===== src/rtl/fbu_pkg.sv =====
// Package: shared constants and types for the frame base update controller.
// Assumes a word-addressed register bus with a three-bit offset.
package fbu_pkg;

    localparam int unsigned REG_AW  = 3;
    localparam int unsigned SRC_NXT = 0;

    typedef enum logic [REG_AW-1:0] {
        OFS_PEND    = 3'd0,
        OFS_ACTIVE  = 3'd1,
        OFS_IRQ_EN  = 3'd2,
        OFS_IRQ_RAW = 3'd3,
        OFS_IRQ_MSK = 3'd4,
        OFS_IRQ_CLR = 3'd5
    } fbu_reg_e;

    typedef struct packed {
        logic pend;
        logic en;
        logic clr;
    } fbu_wstb_t;

endpackage


===== src/rtl/fbu_reg_decode.sv =====
// Module: register write decode and read multiplexer.
// Assumes single-cycle write strobes; read data is combinational from the
// offset, and unmapped or write-only offsets read as zero.
module fbu_reg_decode
    import fbu_pkg::*;
#(
    parameter int unsigned DATA_W = 32,
    parameter int unsigned SRC_W  = 1
) (
    input  logic                   reg_wr,
    input  logic [REG_AW-1:0]      reg_addr,
    input  logic [DATA_W-1:0]      pend_i,
    input  logic [DATA_W-1:0]      active_i,
    input  logic [SRC_W-1:0]       en_i,
    input  logic [SRC_W-1:0]       raw_i,
    input  logic [SRC_W-1:0]       masked_i,
    output fbu_wstb_t              wstb_o,
    output logic [DATA_W-1:0]      rdata_o
);

    localparam int unsigned PAD_W = DATA_W - SRC_W;

    // Write strobe per writable register.
    always_comb begin
        wstb_o      = '0;
        wstb_o.pend = reg_wr && (reg_addr == OFS_PEND);
        wstb_o.en   = reg_wr && (reg_addr == OFS_IRQ_EN);
        wstb_o.clr  = reg_wr && (reg_addr == OFS_IRQ_CLR);
    end

    // Read data selection by offset.
    always_comb begin
        case (reg_addr)
            OFS_PEND:    rdata_o = pend_i;
            OFS_ACTIVE:  rdata_o = active_i;
            OFS_IRQ_EN:  rdata_o = {{PAD_W{1'b0}}, en_i};
            OFS_IRQ_RAW: rdata_o = {{PAD_W{1'b0}}, raw_i};
            OFS_IRQ_MSK: rdata_o = {{PAD_W{1'b0}}, masked_i};
            default:     rdata_o = '0;
        endcase
    end

endmodule


===== src/rtl/fbu_base_buf.sv =====
// Module: double-buffered base address with a transfer-armed flag.
// Assumes frame_start is a one-cycle strobe. The low ALIGN_BITS of each
// stored address are forced to zero. A write in a frame-start cycle arms
// the next transfer but does not take part in the current one.
module fbu_base_buf #(
    parameter int unsigned ADDR_W     = 32,
    parameter int unsigned ALIGN_BITS = 2
) (
    input  logic              clk,
    input  logic              rst_n,
    input  logic              wr_pend_i,
    input  logic [ADDR_W-1:0] wdata_i,
    input  logic              frame_start_i,
    output logic [ADDR_W-1:0] pend_o,
    output logic [ADDR_W-1:0] active_o,
    output logic              swap_o
);

    logic [ADDR_W-1:0] wdata_al;
    logic [ADDR_W-1:0] pend_q;
    logic [ADDR_W-1:0] active_q;
    logic              armed_q;

    generate
        if (ALIGN_BITS > 0) begin : g_align
            assign wdata_al = {wdata_i[ADDR_W-1:ALIGN_BITS], {ALIGN_BITS{1'b0}}};
        end else begin : g_noalign
            assign wdata_al = wdata_i;
        end
    endgenerate

    assign swap_o = frame_start_i && armed_q;

    // Capture the aligned pending address on a register write.
    always_ff @(posedge clk) begin
        if (!rst_n)         pend_q <= '0;
        else if (wr_pend_i) pend_q <= wdata_al;
    end

    // Arm on a write; disarm on a transfer unless re-armed the same cycle.
    always_ff @(posedge clk) begin
        if (!rst_n)         armed_q <= 1'b0;
        else if (wr_pend_i) armed_q <= 1'b1;
        else if (swap_o)    armed_q <= 1'b0;
    end

    // Copy the pending address to the active address at an armed frame start.
    always_ff @(posedge clk) begin
        if (!rst_n)      active_q <= '0;
        else if (swap_o) active_q <= pend_q;
    end

    assign pend_o   = pend_q;
    assign active_o = active_q;

    // the active address holds outside frame-start cycles.
    p_hold_between_frames_r3: assert property (@(posedge clk) disable iff (!rst_n)
        !frame_start_i |=> $stable(active_q));

    // a transfer moves the pending value present in that cycle.
    p_transfer_value_r4: assert property (@(posedge clk) disable iff (!rst_n)
        (frame_start_i && armed_q) |=> (active_q == $past(pend_q)));

    // a transfer without a new write leaves nothing armed.
    p_disarm_r3: assert property (@(posedge clk) disable iff (!rst_n)
        (frame_start_i && armed_q && !wr_pend_i) |=> !armed_q);

    // any pending write arms the next transfer.
    p_write_arms_r5: assert property (@(posedge clk) disable iff (!rst_n)
        wr_pend_i |=> armed_q);

endmodule


===== src/rtl/fbu_irq_ctrl.sv =====
// Module: raw status, enable mask, masked status and write-one-to-clear.
// Assumes set_i pulses one cycle per event; a set beats a clear in the
// same cycle so no event is lost.
module fbu_irq_ctrl #(
    parameter int unsigned SRC_W = 1
) (
    input  logic             clk,
    input  logic             rst_n,
    input  logic [SRC_W-1:0] set_i,
    input  logic             wr_en_i,
    input  logic             wr_clr_i,
    input  logic [SRC_W-1:0] wdata_i,
    output logic [SRC_W-1:0] raw_o,
    output logic [SRC_W-1:0] en_o,
    output logic [SRC_W-1:0] masked_o,
    output logic             irq_o
);

    logic [SRC_W-1:0] raw_q;
    logic [SRC_W-1:0] en_q;

    // Load the enable mask from a register write.
    always_ff @(posedge clk) begin
        if (!rst_n)       en_q <= '0;
        else if (wr_en_i) en_q <= wdata_i;
    end

    generate
        for (genvar i = 0; i < SRC_W; i++) begin : g_src
            // Per-source sticky status: set has priority over clear.
            always_ff @(posedge clk) begin
                if (!rst_n)                        raw_q[i] <= 1'b0;
                else if (set_i[i])                 raw_q[i] <= 1'b1;
                else if (wr_clr_i && wdata_i[i])   raw_q[i] <= 1'b0;
            end

            // an event always leaves its status bit set.
            p_set_wins_r9: assert property (@(posedge clk) disable iff (!rst_n)
                set_i[i] |=> raw_q[i]);

            // a one written to the clear register removes the bit.
            p_clear_r8: assert property (@(posedge clk) disable iff (!rst_n)
                (wr_clr_i && wdata_i[i] && !set_i[i]) |=> !raw_q[i]);

            // status never rises without an event.
            p_no_spurious_r6: assert property (@(posedge clk) disable iff (!rst_n)
                $rose(raw_q[i]) |-> $past(set_i[i]));
        end
    endgenerate

    assign masked_o = raw_q & en_q;
    assign irq_o    = |masked_o;
    assign raw_o    = raw_q;
    assign en_o     = en_q;

    // the line stays low while the mask is cleared.
    p_mask_blocks_r7: assert property (@(posedge clk) disable iff (!rst_n)
        (en_q == '0) |-> !irq_o);

endmodule


===== src/rtl/fbu_base_update_ctrl.sv =====
// Module: frame base address update controller (top).
// Software writes a pending base; it becomes active at the next frame
// start and the transfer raises the next-base-updated interrupt.
// Assumes a word-offset register bus and a one-cycle frame_start strobe.
module fbu_base_update_ctrl
    import fbu_pkg::*;
#(
    parameter int unsigned ADDR_W     = 32,
    parameter int unsigned ALIGN_BITS = 2
) (
    input  logic              clk,
    input  logic              rst_n,
    input  logic              reg_wr,
    input  logic [REG_AW-1:0] reg_addr,
    input  logic [ADDR_W-1:0] reg_wdata,
    output logic [ADDR_W-1:0] reg_rdata,
    input  logic              frame_start,
    output logic [ADDR_W-1:0] active_base,
    output logic              irq
);

    localparam int unsigned SRC_W = SRC_NXT + 1;

    fbu_wstb_t         wstb;
    logic [ADDR_W-1:0] pend;
    logic              swap;
    logic [SRC_W-1:0]  raw;
    logic [SRC_W-1:0]  en;
    logic [SRC_W-1:0]  masked;

    fbu_reg_decode #(.DATA_W(ADDR_W), .SRC_W(SRC_W)) u_decode (
        .reg_wr   (reg_wr),
        .reg_addr (reg_addr),
        .pend_i   (pend),
        .active_i (active_base),
        .en_i     (en),
        .raw_i    (raw),
        .masked_i (masked),
        .wstb_o   (wstb),
        .rdata_o  (reg_rdata)
    );

    fbu_base_buf #(.ADDR_W(ADDR_W), .ALIGN_BITS(ALIGN_BITS)) u_base (
        .clk           (clk),
        .rst_n         (rst_n),
        .wr_pend_i     (wstb.pend),
        .wdata_i       (reg_wdata),
        .frame_start_i (frame_start),
        .pend_o        (pend),
        .active_o      (active_base),
        .swap_o        (swap)
    );

    fbu_irq_ctrl #(.SRC_W(SRC_W)) u_irq (
        .clk      (clk),
        .rst_n    (rst_n),
        .set_i    (SRC_W'(swap) << SRC_NXT),
        .wr_en_i  (wstb.en),
        .wr_clr_i (wstb.clr),
        .wdata_i  (reg_wdata[SRC_W-1:0]),
        .raw_o    (raw),
        .en_o     (en),
        .masked_o (masked),
        .irq_o    (irq)
    );

    // outputs are at their reset values in the cycle after reset.
    p_reset_state_r1: assert property (@(posedge clk)
        !rst_n |=> (active_base == '0 && !irq));

    // each transfer is followed by raised raw status.
    p_swap_flags_r6: assert property (@(posedge clk) disable iff (!rst_n)
        swap |=> raw[SRC_NXT]);

endmodule


===== config.mk =====
export PLATFORM = sky130hd
export DESIGN_NAME = fbu_base_update_ctrl
export DESIGN_NICKNAME = d
export VERILOG_FILES = /design/src/rtl/fbu_pkg.sv /design/src/rtl/fbu_reg_decode.sv /design/src/rtl/fbu_base_buf.sv /design/src/rtl/fbu_irq_ctrl.sv /design/src/rtl/fbu_base_update_ctrl.sv
export SDC_FILE = /design/constraint.sdc
export NUM_CORES = 1
export LEC_CHECK = 0
export ABC_AREA = 1
export ABC_CLOCK_PERIOD_IN_PS = 900
export BUFFER_PORTS_ARGS = -buffer_cell sky130_fd_sc_hd__buf_2
export CAP_MARGIN = 40
export CORE_UTILIZATION = 44
export CTS_CLUSTER_DIAMETER = 200
export DETAILED_ROUTE_END_ITERATION = 10
export MAX_ROUTING_LAYER = met4
export PLACE_DENSITY = 0.76
export SYNTH_ARGS = -nofsm -noshare
export SYNTH_HDL_FRONTEND = slang
export SYNTH_SLANG_ARGS = --single-unit
export TNS_END_PERCENT = 1

===== constraint.sdc =====
create_clock -name clk -period 0.9 [get_ports clk]
set_input_delay 0.18 -clock clk [delete_from_list [all_inputs] [get_ports clk]]
set_output_delay 0.18 -clock clk [all_outputs]
set_load 0.1 [all_outputs]

# Word-level counts from Yosys, hierarchy flattened

Cells that the tools add are included.

Muxes and demuxes: 5
Reduce and logical (&&, ||, !) cells: 8
Equal/unequal tests: 5
Bitwise operators: 1

Operators with widths:

| cell                                                            | number |
|---|---|
| 32-bit one-hot mux with 5 select lines                          | 1 |
| 3-bit by 2-bit == test with 1-bit output, second input constant | 2 |
| 3-bit == test, second input constant                            | 2 |
| 1-bit logical AND                                               | 5 |
| 1-bit 2-to-1 mux                                                | 4 |
| 2-bit nonzero test                                              | 2 |
| 3-bit by 1-bit == test with 1-bit output, second input constant | 1 |
| 3-bit zero test                                                 | 1 |
| 1-bit bitwise AND                                               | 1 |

Input port bits: 39
Logic and storage cells: 24
Register bits: 63

# Depth between registers and ports, before layout

Word-level depth: 5
Depth in mapped cells: 6
Depth with buffers taken out: 5

# By module

Synthesis repeated with hierarchy kept, for this count alone.

Cells, all modules: 472
Area, all modules: 3166.8 um2

Modules (own cells, without submodules):

| module         | cells an instance | instances | seq. area each (um2) | area an instance (um2) |
|---|---|---|---|---|
| fbu_base_buf   | 331               | 1         | 1221.2               | 2343.5 |
| fbu_reg_decode | 127               | 1         | 0.0                  | 728.2 |
| fbu_irq_ctrl   | 14                | 1         | 40.0                 | 95.1 |

# Least setup slack after synthesis

OpenSTA, ideal clock, no wires.

Path type: register to output
From: reg u_base.active_q[10], in the netlist u_base.active_o[10]
To: out reg_rdata[10]
Arrival: 2.589 ns
Cell stages (with the launch flop): 3
Buffers on the path: 0
Required time: 0.720 ns
Path slack: -1.869 ns
Path through: dfxtp_1 -> inv_1 -> o22ai_1

Cells in the longest elaborated chain, start to end: 1

Ends and longest elaborated chain:

| item                                   | line                       | source |
|---|---|---|
| start, declared                        | fbu_base_buf.sv:21         | `logic [ADDR_W-1:0] active_q;` |
| start signal, assigned                 | fbu_base_buf.sv:50         | `else if (swap_o) active_q <= pend_q;` |
| 32-bit one-hot mux with 5 select lines | fbu_reg_decode.sv:33       | `case (reg_addr)` |
| end, declared                          | fbu_base_update_ctrl.sv:16 | `output logic [ADDR_W-1:0] reg_rdata,` |

Every way passes these cells.

# Final worst setup path

From: reg u_base.active_q[11], in the netlist u_base.active_o[11]
To: out reg_rdata[11]

Same word-level chain as after synthesis.

==> impl_metrics.py <==
metrics = {
    "floorplanning": {
        "initial_utilization_pct": 46.07,
        "io_pins": 104,
        "fp.dieW_um": 80.97,
        "core_um2": 5956,
        "placement_rows": 28,
        "fp.dieH_um": 80.97,
        "die_area_um2": 6556,
    },
    "layout": {
        "mostFrequentLayoutCells": "buf_12, nand2_1, nor2_1",
        "drive_above_1_share_pct": 60.63,
        "syn_to_final_growth_pct": 109.4,
        "final_util_pct": 96.47,
        "fin_nets": 575,
        "final_common_cell": "buf_12",
        "finish.instance_area_um2": 5746,
        "fillers": 111,
    },
    "min_path": {
        "hold_start": "reg_wdata[23]",
        "hold_path_depth": 3,
        "min_path_type": "primary input to flip-flop",
        "holdPathEnd": "u_base.pend_o[23]",
    },
    "yosys": {
        "muxShareOfSynthArea_pct": 0,
        "ys_seq_area_share_pct": 45.96,
        "ys.warnings.count": 0,
        "synth_compound_area_share_pct": 18.42,
        "synthSimpleGateAreaFrac_pct": 20.34,
        "ys_types": 18,
        "synth_top_family_by_area": "simple AND/OR/NAND/NOR gates",
        "synthCells": 394,
        "yosys.area_share.adder_pct": 0,
        "avgSynthCellArea_um2": 6.964,
        "synth_xor_area_share_pct": 0,
        "synth_area_um2": 2744,
        "ys_ff_latch": 63,
    },
    "global_routing": {
        "antenna_found_initial": 2,
        "use_met2_pct": 73.11,
        "gr-total-overflow": 0,
        "grt_pass1_vias": 3765,
        "grt_pass1_wl_um": 20650,
        "busiest_layer": "met2",
        "track_usage_pct": 45.24,
        "grtUsageMet3_pct": 15.06,
        "gr-usage-met1_pct": 44.84,
        "grt_max_degree": 34,
    },
    "drt": {
        "wl_per_cell_um": 27.96,
        "dr.pass1.iters": 7,
        "drt_iter0_drc": 560,
        "route.antenna.remaining_nets": 0,
        "drc": 0,
        "finalWirelength_um": 17310,
        "routed_via_density": 6.520,
        "vias": 4036,
    },
    "placed_design": {
        "gp_congestion": 0.8373,
        "postPlaceCellArea_um2": 5258,
        "place_ws_ns": -0.4670,
        "portBuffers": 99,
        "hpwl_um": 7010,
    },
    "setup_path": {
        "required_ns": 0.72,
        "crit_path_end_kind": "primary output",
        "path_cells": "inv_1 -> o22ai_4 -> buf_12",
        "slowest_delay_ns": 0.36,
        "arrival_ns": 1.29,
        "reg2reg_slack_ns": -0.44,
        "path_max_fanout": 2,
        "r2r-end": "u_base.active_o[2]",
        "crit_type": "flip-flop to primary output",
        "r2r.worst_path.cells": 4,
        "rr_startpoint": "u_base.armed_q",
        "cp-start-kind": "flip-flop",
        "crit_slowest_cell": "dfxtp_4",
    },
    "clock_tree": {
        "clockRootBuffer": "clkbuf_8",
        "clock_latency_ns": 0.37,
        "holdBufCountCts": 0,
        "cts.sinks": 63,
        "cts_tree": "yes",
        "cts_made_buffers": 9,
        "cts_htree_levels": 3,
        "clk_transition_reported_paths_ns": 0.08,
        "cts_buffer_depth": 2,
    },
    "sta": {
        "period_minus_slack_ns": 1.469,
        "fin_skew_ns": 0.009928,
        "setup_violations": 106,
        "setup_ws_ns": -0.5688,
        "hold_violations": 0,
        "tns_ns": -26.74,
        "report.final.slew_viol_count": 0,
        "period_share_pct": 163.2,
        "grt_setup_unrepaired": "yes",
        "clock.fmax_ghz": 0.6808,
    },
    "power": {
        "p_per_area_nw_per_um2": 1264,
        "p_leak_nw": 2.376,
        "irDropWorstVdd_uv": 1460,
    },
    "flow_run": {
        "cap_violations": 0,
    },
    "status": {
        "violations": "setup timing",
        "status": "complete, but fails checks",
    },
}
## layout make-up
class | count | area, um2 | area share (%)
Multi-Input combinational cell | 236 | 1623 | 28.24
Clock inverter | 6 | 85.08 | 1.481
Sequential cell | 63 | 1416 | 24.65
Timing Repair Buffer | 157 | 2125 | 36.98
Inverter | 69 | 267.8 | 4.660
Antenna cell | 3 | 7.507 | 0.1307
Clock buffer | 10 | 127.6 | 2.221
Tap cell | 75 | 93.84 | 1.633
## layer usage
layer	share of wire, %	vias to the layer above
li1	-	1537
met2	45	442
met1	31	1854
met5	0	-
met3	13	203
met4	11	0
## report_power, final
part           switching [mW]  total (mW)  internal [mW]
sequential             0.0870        2.88           2.80
combinational           0.963        1.45          0.488
clock                    1.37        2.92           1.55
total                    2.42        7.26           4.84
## cells by family after synthesis
logic type	Yosys count
simple gates	140
other cells	1
buf+inv	97
flops	63
compound gates	93
## state kept, by name, summed over array words and instances, names as in the netlist
name	flops
u_base.active_o	30
u_base.armed_q	1
u_base.pend_o	30
u_irq.en_o	1
u_irq.raw_o	1
## timing repair
item	4_1_cts	5_1_grt
pin swaps	30	3
endpoints found under the setup margin	92	98
buffers inserted	0	0
resized for setup	129	29
## worst max-delay path, delay by kind of cell, from the launching register on
kind,cells,cell delay (ns)
AO/OA/AOI/OAI,1,0.13
buffers and inverters,2,0.44
flip-flops,1,0.36
## metrics by stage
stage	hold WS (ns)	total power, mW	cells
global route	0.04631	7.359	618
detailed placement	0.4149	4.121	600
floorplan	0.3149	3.624	396
global placement	0.3987	4.065	600
CTS	0.04791	6.840	616
finish	0.04165	7.260	619
## Yosys cell counts
| cell | instances | area (um2) |
|---|---|---|
| o21ai_0 | 30 | 150.1 |
| nor2_4 | 1 | 11.26 |
| nand2_1 | 66 | 247.7 |
| o21bai_1 | 1 | 7.510 |
| conb_1 | 1 | 3.750 |
| a21oi_1 | 32 | 160.2 |
| buf_4 | 3 | 22.52 |
| clkbuf_2 | 2 | 10.01 |
| clkbuf_1 | 8 | 30.03 |
| dfxtp_1 | 63 | 1261 |
| buf_6 | 3 | 33.78 |
| nand3_4 | 1 | 17.52 |
| nand3_1 | 7 | 35.03 |
| buf_2 | 12 | 60.06 |
| inv_1 | 69 | 259.0 |
| nand4_1 | 1 | 6.260 |
| o22ai_1 | 30 | 187.7 |
| nor2_1 | 64 | 240.2 |
## how the worst max path moves through the flow
stage                     cells past startpoint           startpoint  slack, ns            end
after floorplan                               4           u_irq.en_o      -0.62   reg_rdata[0]
after global placement                        6          reg_addr[2]      -0.42  reg_rdata[21]
after detailed placement                      6          reg_addr[2]      -0.47  reg_rdata[19]
after CTS                                     5           u_irq.en_o      -0.49   reg_rdata[0]
after global routing                          3     u_base.pend_o[6]      -0.59   reg_rdata[6]
final                                         3  u_base.active_o[11]      -0.57  reg_rdata[11]
Power figures use the tool's default switching activity.
